## src/rtl/rgrp_pkg.sv

```systemverilog
package rgrp_pkg;
  typedef enum logic [1:0] {EW_B1 = 2'd0, EW_B2 = 2'd1, EW_B4 = 2'd2, EW_B8 = 2'd3} ew_e;
  typedef enum logic [1:0] {GRP_1 = 2'd0, GRP_2 = 2'd1, GRP_4 = 2'd2, GRP_8 = 2'd3} grp_e;
  localparam int unsigned GRP_IDX_W = 3;
endpackage

```

## src/rtl/rgrp_cmd_check.sv

```systemverilog
module rgrp_cmd_check
  import rgrp_pkg::*;
#(
  parameter int unsigned NUM_VREGS = 32,
  parameter int unsigned VREG_W    = 5,
  parameter int unsigned CNT_W     = 12
) (
  input  logic [VREG_W-1:0]    vreg_i,
  input  grp_e                 grp_i,
  input  logic [CNT_W-1:0]     cap_i,
  output logic [GRP_IDX_W-1:0] last_idx_o,
  output logic                 illegal_o
);
  localparam int unsigned SPAN_W = VREG_W + 1;

  logic [GRP_IDX_W:0] nregs;
  logic               misalign;
  logic               overrun;

  always_comb begin
    nregs      = (GRP_IDX_W+1)'(1) << grp_i;
    last_idx_o = GRP_IDX_W'(nregs - 1'b1);
    misalign   = (vreg_i & VREG_W'(last_idx_o)) != '0;
    overrun    = ({1'b0, vreg_i} + SPAN_W'(nregs)) > SPAN_W'(NUM_VREGS);
    illegal_o  = misalign | overrun | (cap_i == '0);
  end
endmodule

```

## src/rtl/rgrp_slice.sv

```systemverilog
module rgrp_slice
  import rgrp_pkg::*;
#(
  parameter int unsigned ADDR_W = 32,
  parameter int unsigned CNT_W  = 12
) (
  input  logic [CNT_W-1:0]  rem_i,
  input  logic [CNT_W-1:0]  cap_i,
  input  logic [ADDR_W-1:0] addr_i,
  input  ew_e               ew_i,
  output logic [CNT_W-1:0]  cnt_o,
  output logic [CNT_W-1:0]  rem_next_o,
  output logic [ADDR_W-1:0] addr_next_o,
  output logic              exhaust_o
);
  always_comb begin
    exhaust_o   = rem_i <= cap_i;
    cnt_o       = exhaust_o ? rem_i : cap_i;
    rem_next_o  = rem_i - cnt_o;
    addr_next_o = addr_i + (ADDR_W'(cnt_o) << ew_i);
  end
endmodule

```

## src/rtl/rgrp_ctrl.sv

```systemverilog
module rgrp_ctrl
  import rgrp_pkg::*;
#(
  parameter int unsigned ADDR_W = 32,
  parameter int unsigned CNT_W  = 12,
  parameter int unsigned VREG_W = 5
) (
  input  logic                 clk_i,
  input  logic                 rst_ni,
  input  logic                 cmd_valid_i,
  output logic                 cmd_ready_o,
  input  logic                 cmd_store_i,
  input  logic [ADDR_W-1:0]    cmd_addr_i,
  input  logic [VREG_W-1:0]    cmd_vreg_i,
  input  logic [CNT_W-1:0]     cmd_total_i,
  input  ew_e                  cmd_ew_i,
  input  logic [CNT_W-1:0]     cmd_cap_i,
  input  logic                 cmd_illegal_i,
  input  logic [GRP_IDX_W-1:0] cmd_last_idx_i,
  input  logic [CNT_W-1:0]     cnt_i,
  input  logic [CNT_W-1:0]     rem_next_i,
  input  logic [ADDR_W-1:0]    addr_next_i,
  input  logic                 exhaust_i,
  output logic [CNT_W-1:0]     rem_o,
  output logic [CNT_W-1:0]     cap_o,
  output ew_e                  ew_o,
  output logic                 uop_valid_o,
  input  logic                 uop_ready_i,
  output logic                 uop_store_o,
  output logic [VREG_W-1:0]    uop_vreg_o,
  output logic [ADDR_W-1:0]    uop_addr_o,
  output logic                 uop_last_o,
  output logic                 done_o,
  output logic                 illegal_o
);
  logic                 busy_q;
  logic                 store_q;
  logic [VREG_W-1:0]    vreg_q;
  logic [ADDR_W-1:0]    addr_q;
  logic [CNT_W-1:0]     rem_q;
  logic [CNT_W-1:0]     cap_q;
  ew_e                  ew_q;
  logic [GRP_IDX_W-1:0] idx_q;
  logic [GRP_IDX_W-1:0] last_idx_q;
  logic                 done_q;
  logic                 illegal_q;
  logic                 cmd_fire;
  logic                 uop_fire;

  assign cmd_ready_o = ~busy_q;
  assign cmd_fire    = cmd_valid_i & ~busy_q;
  assign uop_fire    = busy_q & uop_ready_i;

  assign uop_valid_o = busy_q;
  assign uop_store_o = store_q;
  assign uop_vreg_o  = vreg_q;
  assign uop_addr_o  = addr_q;
  // group end or data end, whichever first
  assign uop_last_o  = exhaust_i | (idx_q == last_idx_q);
  assign rem_o       = rem_q;
  assign cap_o       = cap_q;
  assign ew_o        = ew_q;
  assign done_o      = done_q;
  assign illegal_o   = illegal_q;

  always_ff @(posedge clk_i or negedge rst_ni) begin
    if (!rst_ni) begin
      busy_q     <= 1'b0;
      store_q    <= 1'b0;
      vreg_q     <= '0;
      addr_q     <= '0;
      rem_q      <= '0;
      cap_q      <= '0;
      ew_q       <= EW_B1;
      idx_q      <= '0;
      last_idx_q <= '0;
      done_q     <= 1'b0;
      illegal_q  <= 1'b0;
    end else begin
      done_q    <= 1'b0;
      illegal_q <= 1'b0;
      if (cmd_fire) begin
        if (cmd_illegal_i) begin
          illegal_q <= 1'b1;
        end else if (cmd_total_i == '0) begin
          done_q <= 1'b1;
        end else begin
          busy_q     <= 1'b1;
          store_q    <= cmd_store_i;
          vreg_q     <= cmd_vreg_i;
          addr_q     <= cmd_addr_i;
          rem_q      <= cmd_total_i;
          cap_q      <= cmd_cap_i;
          ew_q       <= cmd_ew_i;
          idx_q      <= '0;
          last_idx_q <= cmd_last_idx_i;
        end
      end else if (uop_fire) begin
        if (uop_last_o) begin
          busy_q <= 1'b0;
          done_q <= 1'b1;
        end else begin
          vreg_q <= vreg_q + 1'b1;
          addr_q <= addr_next_i;
          rem_q  <= rem_next_i;
          idx_q  <= idx_q + 1'b1;
        end
      end
    end
  end

  AST_UOP_HELD: assert property (@(posedge clk_i) disable iff (!rst_ni)
    uop_valid_o && !uop_ready_i |=> uop_valid_o && $stable(uop_vreg_o) && $stable(uop_addr_o)
      && $stable(rem_q) && $stable(uop_store_o));

  AST_VREG_ASCEND: assert property (@(posedge clk_i) disable iff (!rst_ni)
    uop_valid_o && uop_ready_i && !uop_last_o |=> uop_valid_o
      && (uop_vreg_o == $past(uop_vreg_o) + 1'b1));

  AST_ADDR_ADVANCE: assert property (@(posedge clk_i) disable iff (!rst_ni)
    uop_valid_o && uop_ready_i && !uop_last_o |=>
      uop_addr_o == $past(uop_addr_o) + ($past(ADDR_W'(cnt_i)) * (ADDR_W'(1) << ew_q)));

  AST_CNT_BOUND: assert property (@(posedge clk_i) disable iff (!rst_ni)
    uop_valid_o |-> (cnt_i != '0) && (cnt_i <= cap_q));

  AST_DONE_AFTER_LAST: assert property (@(posedge clk_i) disable iff (!rst_ni)
    uop_valid_o && uop_ready_i && uop_last_o |=> done_o && !uop_valid_o && cmd_ready_o);

  AST_ILLEGAL_QUIET: assert property (@(posedge clk_i) disable iff (!rst_ni)
    illegal_o |-> !uop_valid_o && !done_o);

  AST_BUSY_IGNORES_CMD: assert property (@(posedge clk_i) disable iff (!rst_ni)
    uop_valid_o && !uop_ready_i |=> $stable(uop_vreg_o) && !illegal_o && !done_o);
endmodule

```

## src/rtl/rgrp_seq.sv

```systemverilog
module rgrp_seq
  import rgrp_pkg::*;
#(
  parameter int unsigned ADDR_W    = 32,
  parameter int unsigned CNT_W     = 12,
  parameter int unsigned NUM_VREGS = 32,
  parameter int unsigned VREG_W    = $clog2(NUM_VREGS)
) (
  input  logic              clk_i,
  input  logic              rst_ni,
  input  logic              cmd_valid_i,
  output logic              cmd_ready_o,
  input  logic              cmd_store_i,
  input  logic [ADDR_W-1:0] cmd_addr_i,
  input  logic [VREG_W-1:0] cmd_vreg_i,
  input  logic [CNT_W-1:0]  cmd_total_i,
  input  logic [1:0]        cmd_ew_i,
  input  logic [1:0]        cmd_lmul_i,
  input  logic [CNT_W-1:0]  cmd_cap_i,
  output logic              uop_valid_o,
  input  logic              uop_ready_i,
  output logic              uop_store_o,
  output logic [VREG_W-1:0] uop_vreg_o,
  output logic [ADDR_W-1:0] uop_addr_o,
  output logic [CNT_W-1:0]  uop_cnt_o,
  output logic              uop_last_o,
  output logic              done_o,
  output logic              illegal_o
);
  logic [GRP_IDX_W-1:0] last_idx;
  logic                 cmd_illegal;
  logic [CNT_W-1:0]     rem;
  logic [CNT_W-1:0]     cap;
  ew_e                  ew;
  logic [CNT_W-1:0]     cnt;
  logic [CNT_W-1:0]     rem_next;
  logic [ADDR_W-1:0]    addr_next;
  logic                 exhaust;

  rgrp_cmd_check #(
    .NUM_VREGS(NUM_VREGS),
    .VREG_W   (VREG_W),
    .CNT_W    (CNT_W)
  ) u_check (
    .vreg_i    (cmd_vreg_i),
    .grp_i     (grp_e'(cmd_lmul_i)),
    .cap_i     (cmd_cap_i),
    .last_idx_o(last_idx),
    .illegal_o (cmd_illegal)
  );

  rgrp_slice #(
    .ADDR_W(ADDR_W),
    .CNT_W (CNT_W)
  ) u_slice (
    .rem_i      (rem),
    .cap_i      (cap),
    .addr_i     (uop_addr_o),
    .ew_i       (ew),
    .cnt_o      (cnt),
    .rem_next_o (rem_next),
    .addr_next_o(addr_next),
    .exhaust_o  (exhaust)
  );

  rgrp_ctrl #(
    .ADDR_W(ADDR_W),
    .CNT_W (CNT_W),
    .VREG_W(VREG_W)
  ) u_ctrl (
    .clk_i         (clk_i),
    .rst_ni        (rst_ni),
    .cmd_valid_i   (cmd_valid_i),
    .cmd_ready_o   (cmd_ready_o),
    .cmd_store_i   (cmd_store_i),
    .cmd_addr_i    (cmd_addr_i),
    .cmd_vreg_i    (cmd_vreg_i),
    .cmd_total_i   (cmd_total_i),
    .cmd_ew_i      (ew_e'(cmd_ew_i)),
    .cmd_cap_i     (cmd_cap_i),
    .cmd_illegal_i (cmd_illegal),
    .cmd_last_idx_i(last_idx),
    .cnt_i         (cnt),
    .rem_next_i    (rem_next),
    .addr_next_i   (addr_next),
    .exhaust_i     (exhaust),
    .rem_o         (rem),
    .cap_o         (cap),
    .ew_o          (ew),
    .uop_valid_o   (uop_valid_o),
    .uop_ready_i   (uop_ready_i),
    .uop_store_o   (uop_store_o),
    .uop_vreg_o    (uop_vreg_o),
    .uop_addr_o    (uop_addr_o),
    .uop_last_o    (uop_last_o),
    .done_o        (done_o),
    .illegal_o     (illegal_o)
  );

  assign uop_cnt_o = cnt;

  AST_ILLEGAL_REFUSED: assert property (@(posedge clk_i) disable iff (!rst_ni)
    cmd_valid_i && cmd_ready_o && cmd_illegal |=> illegal_o && !uop_valid_o);

  AST_ZERO_DONE: assert property (@(posedge clk_i) disable iff (!rst_ni)
    cmd_valid_i && cmd_ready_o && !cmd_illegal && (cmd_total_i == '0) |=> done_o && !uop_valid_o);
endmodule

```

## config.mk

```make
export PLATFORM = sky130hd
export DESIGN_NAME = rgrp_seq
export DESIGN_NICKNAME = d
export VERILOG_FILES = /design/src/rtl/rgrp_pkg.sv /design/src/rtl/rgrp_cmd_check.sv /design/src/rtl/rgrp_slice.sv /design/src/rtl/rgrp_ctrl.sv /design/src/rtl/rgrp_seq.sv
export SDC_FILE = /design/constraint.sdc
export NUM_CORES = 1
export LEC_CHECK = 0
export BUFFER_PORTS_ARGS = -buffer_cell sky130_fd_sc_hd__buf_4
export CAP_MARGIN = 20
export CORE_UTILIZATION = 56
export CTS_CLUSTER_DIAMETER = 80
export DETAILED_ROUTE_END_ITERATION = 16
export PLACE_DENSITY_LB_ADDON = 0.08
export SETUP_SLACK_MARGIN = 0.4
export SYNTH_ARGS = -nofsm -noshare
export SYNTH_HDL_FRONTEND = slang
export SYNTH_SLANG_ARGS = --single-unit
```

## constraint.sdc

```tcl
create_clock -name clk_i -period 5.8 [get_ports clk_i]
set_clock_uncertainty 0.2 [all_clocks]
set_input_delay 0.58 -clock clk_i [delete_from_list [all_inputs] [get_ports clk_i]]
set_output_delay 0.58 -clock clk_i [all_outputs]
set_load 0.01 [all_outputs]
```

==> summary.md <==
| Metric | Value |
|---|---|
| CTS tree | done |
| Shortest period the worst path allows | about 5.1 ns |
| # rows | 37 |
| Clk slew on worst S/H paths | 0.10 ns |
| TNS Setup | 0 ns |
| WP buf/inv | 1 |
| Worst-Skew Late Latency | ~0.38 ns |
| Unique cell type count in the Yosys netlist | 72 |
| Reg2Reg Depth | 17 |
| Yosys reg bits | 73 |
| RR Startpoint | u_ctrl.rem_o[10] |
| Initial Util | 57.4% |
| Vias | 5611 |
| Async set or reset register ratio after synthesis | 100% |
| WL final | roughly 16 mm |
| Cell area after synthesis | 5870 um^2 |
| Clock Path Buffers | 2 |
| Mapped Nets | 789 |
| CP Launch Type | flop |
| Slowest library cell on the worst path | fa_1 |
| Pre-antenna DRT Iters | 5 |
| Total gr overflow | 0 |
| Chip height | 104 um |
| Largest net degree at the start of global routing | 74 |
| Setup violations, final | 0 |
| Sink Count | 73 |
| Worst Setup End Kind | flop |
| Max-slew violations | 0 |
| Tot GR Track Use | 31.0% |
| Fin nets | 906 |
| Final hold viol count | 0 |
| Commonest register cell after synthesis | dfrtp_1 |
| Die area | about 11000 um^2 |
| Root buffer cell | clkbuf_8 |
| Vias per cell | 6.04 |
| Proportion of layout cells with a drive suffix above 1 | between 20 and 30% |
| Wire length per cell | roughly 18 um |
| Core Area | 10200 um^2 |
| Final GP Congestion | 0.918 |
| Area delta synth->final | 21.9% |
| Sequential area share after synthesis | 31.1% |
| Critical path required time | 5.89 ns |
| Cts hold-fix bufs | 0 |
| ANT cells | 0 |
| Ys Warns | 0 |
| Max-Cap Viols | 0 |
| Setup Crit Path Kind | reg2reg |
| Fmax | 196 MHz |
| Number of enable flip-flop cells after synthesis | 0 |
| Routed Antenna Nets | 0 |
| Syn_area_per_cell | roughly 8.7 um^2 |
| DIE WIDTH | roughly 100 um |
| Crit share post-route | 88.1% |
| Max Fanout on Critical Path | 8 |
| Antenna violations before repair | 0 |
| Crit-path cells | ha_1 -> a21oi_1 -> nand2_1 -> a221oi_2 -> a21oi_4 -> buf_12 -> mux2i_2 -> mux2i_1 -> nor2b_1 -> fa_1 -> a211oi_1 -> o21bai_1 -> o211ai_1 -> nand4_1 -> a31o_2 -> and4_1 -> a311oi_1 |
| CP peak stage delay | 0.48 ns |
| Outcome | finished clean |
| Detail Placement HPWL | approximately 12 mm |
| First-pass GRT wire length | 27.0 mm |
| Hold WC Path Type | in2async |
| Critical Path AT | 5.20 ns |
| Gate Count Post-Synth | ~670 |
| RSZ-0062 raised after global routing | false |
| Layout Utilization | between 60% and 70% |
| CTS Buf Count | 9 |
| Port bufs | ~120 |
| Vias in the first global route | 5559 |
| H-tree levels | 3 |
| Reg2reg setup slack | 0.69 ns |
| Slew headroom | 34.8% |
| Top Ports | between 100 and 150 |
| CP top delay family | compound AO/OA/AOI/OAI gates |
| DRC violations left | 0 |
| Least-Margin Pin Slew | about 0.98 ns |
| R2R Path End | u_ctrl.uop_addr_o[24] |
| Iteration-0 DRC Markers | 280 |
-- worst register-to-register path, delay by kind of cell (launching register included) --
family / cells / cell delay [ns]
compound gates: 8 / 2.12
fa+ha+maj: 2 / 0.85
simple gates: 4 / 0.73
mux: 2 / 0.51
flops: 1 / 0.44
buf+inv: 1 / 0.16
-- area by class of cell --
| class | count | area, um^2 |
|---|---|---|
| sequential | 73 | 1830 |
| clock buffer | 9 | 124 |
| timing repair buffer | 138 | 1050 |
| inverter | 46 | 173 |
| multi-input combinational | 520 | 3750 |
| tap | 136 | 170 |
| fill | 830 | 3070 |
| clock inverter | 7 | 68.8 |
-- cells by family after synthesis --
| family | after synthesis | share of synthesized area [%] |
|---|---|---|
| AOI/OAI and AO/OA | 176 | 20.6 |
| xor gates and xnor gates | 18 | 2.69 |
| adders and majority gates | 48 | 10.6 |
| buffers and inverters | 78 | 5.50 |
| DFF | 73 | 31.1 |
| muxes | 58 | 11.2 |
| and+or+nand+nor | 220 | 18.3 |
-- layout by cell type (no fill, tap or decap), drive strengths merged, types with 16 or more instances in the layout --
cell type,n
mux2,27
dfrtp,73
nor3,16
inv,51
o21ai,34
nor2,53
nand2,58
ha,45
mux2i,29
nand3,23
a21oi,41
a31oi,18
buf,138
-- synthesized netlist by cell type (3+ instances only) --
cell type / n / area (um^2)
nor3_1: 15 / 75.1
clkbuf_1: 18 / 67.6
nand4_1: 9 / 56.3
fa_1: 3 / 60.1
nand2_1: 58 / 218
mux2_2: 26 / 293
mux2i_1: 26 / 260
nor4_1: 15 / 93.8
a21oi_1: 39 / 195
a31oi_1: 17 / 106
a211oi_1: 7 / 52.6
o21a_1: 5 / 37.5
o22ai_1: 3 / 18.8
or3_1: 4 / 25.0
buf_1: 5 / 18.8
and2_1: 6 / 37.5
nor3b_1: 3 / 22.5
and3_1: 6 / 37.5
mux2i_2: 3 / 41.3
nand3_1: 23 / 115
ha_1: 45 / 563
nand2b_1: 8 / 50.1
a21o_1: 14 / 105
dfrtp_1: 73 / 1830
o21bai_1: 4 / 30.0
a311oi_1: 14 / 123
nor2b_1: 10 / 62.6
inv_1: 46 / 173
o211ai_1: 11 / 82.6
buf_2: 6 / 30.0
nor2_1: 53 / 199
a211o_1: 3 / 26.3
o21ai_0: 32 / 160
xnor2_1: 7 / 61.3
xor2_1: 11 / 96.3
-- through the flow --
| step | instances | area (um^2) | hold WS, ns | worst slack [ns] |
|---|---|---|---|---|
| 4_1_cts | 925 | 7100 | 0.175 | 0.425 |
| 5_1_grt | 929 | 7160 | 0.223 | 0.375 |
| 6_report | 929 | 7160 | 0.131 | 0.688 |
| 3_3_place_gp | 909 | 6910 | 0.289 | 0.751 |
| 2_1_floorplan | 671 | 5870 | 0.0844 | 1.24 |
| 3_5_place_dp | 909 | 6910 | 0.299 | 0.487 |
-- how the worst max path moves through the flow --
stage                           from                    end  slack [ns]  cells past startpoint
floorplan            u_ctrl.rem_o[1]  u_ctrl.uop_addr_o[24]        1.24                     17
global placement     u_ctrl.rem_o[1]  u_ctrl.uop_addr_o[31]        0.75                     16
detailed placement   u_ctrl.rem_o[1]  u_ctrl.uop_addr_o[27]        0.49                     16
CTS                  u_ctrl.rem_o[1]  u_ctrl.uop_addr_o[27]        0.43                     16
global route         u_ctrl.rem_o[7]  u_ctrl.uop_addr_o[24]        0.37                     17
finish              u_ctrl.rem_o[10]  u_ctrl.uop_addr_o[24]        0.69                     17
-- per-layer routing --
layer | global-route usage, % | part of all wire [%]
met1 | 40.2 | 43
met4 | 9.80 | 2.5
met3 | 6.08 | 7.3
met5 | 0 | 0
met2 | 52.0 | 47
-- registers in the layout, indices dropped and copies added (netlist names) --
name / cells
u_ctrl.uop_addr_o: 32
u_ctrl.cap_o: 12
u_ctrl.rem_o: 12
u_ctrl.uop_vreg_o: 5
u_ctrl.idx_q: 3
u_ctrl.last_idx_q: 3
u_ctrl.ew_o: 2
u_ctrl.done_o: 1
u_ctrl.illegal_o: 1
u_ctrl.uop_store_o: 1
u_ctrl.uop_valid_o: 1
-- repair_timing --
action	in CTS	in global routing
setup endpoints to repair	0	15
resized for setup	0	4
buffers inserted	0	4
endpoints found under the hold margin	0	0
Power is left out: the tool's default activity adds up to more than one toggle a clock period on the data nets, which glitch-free logic cannot reach.
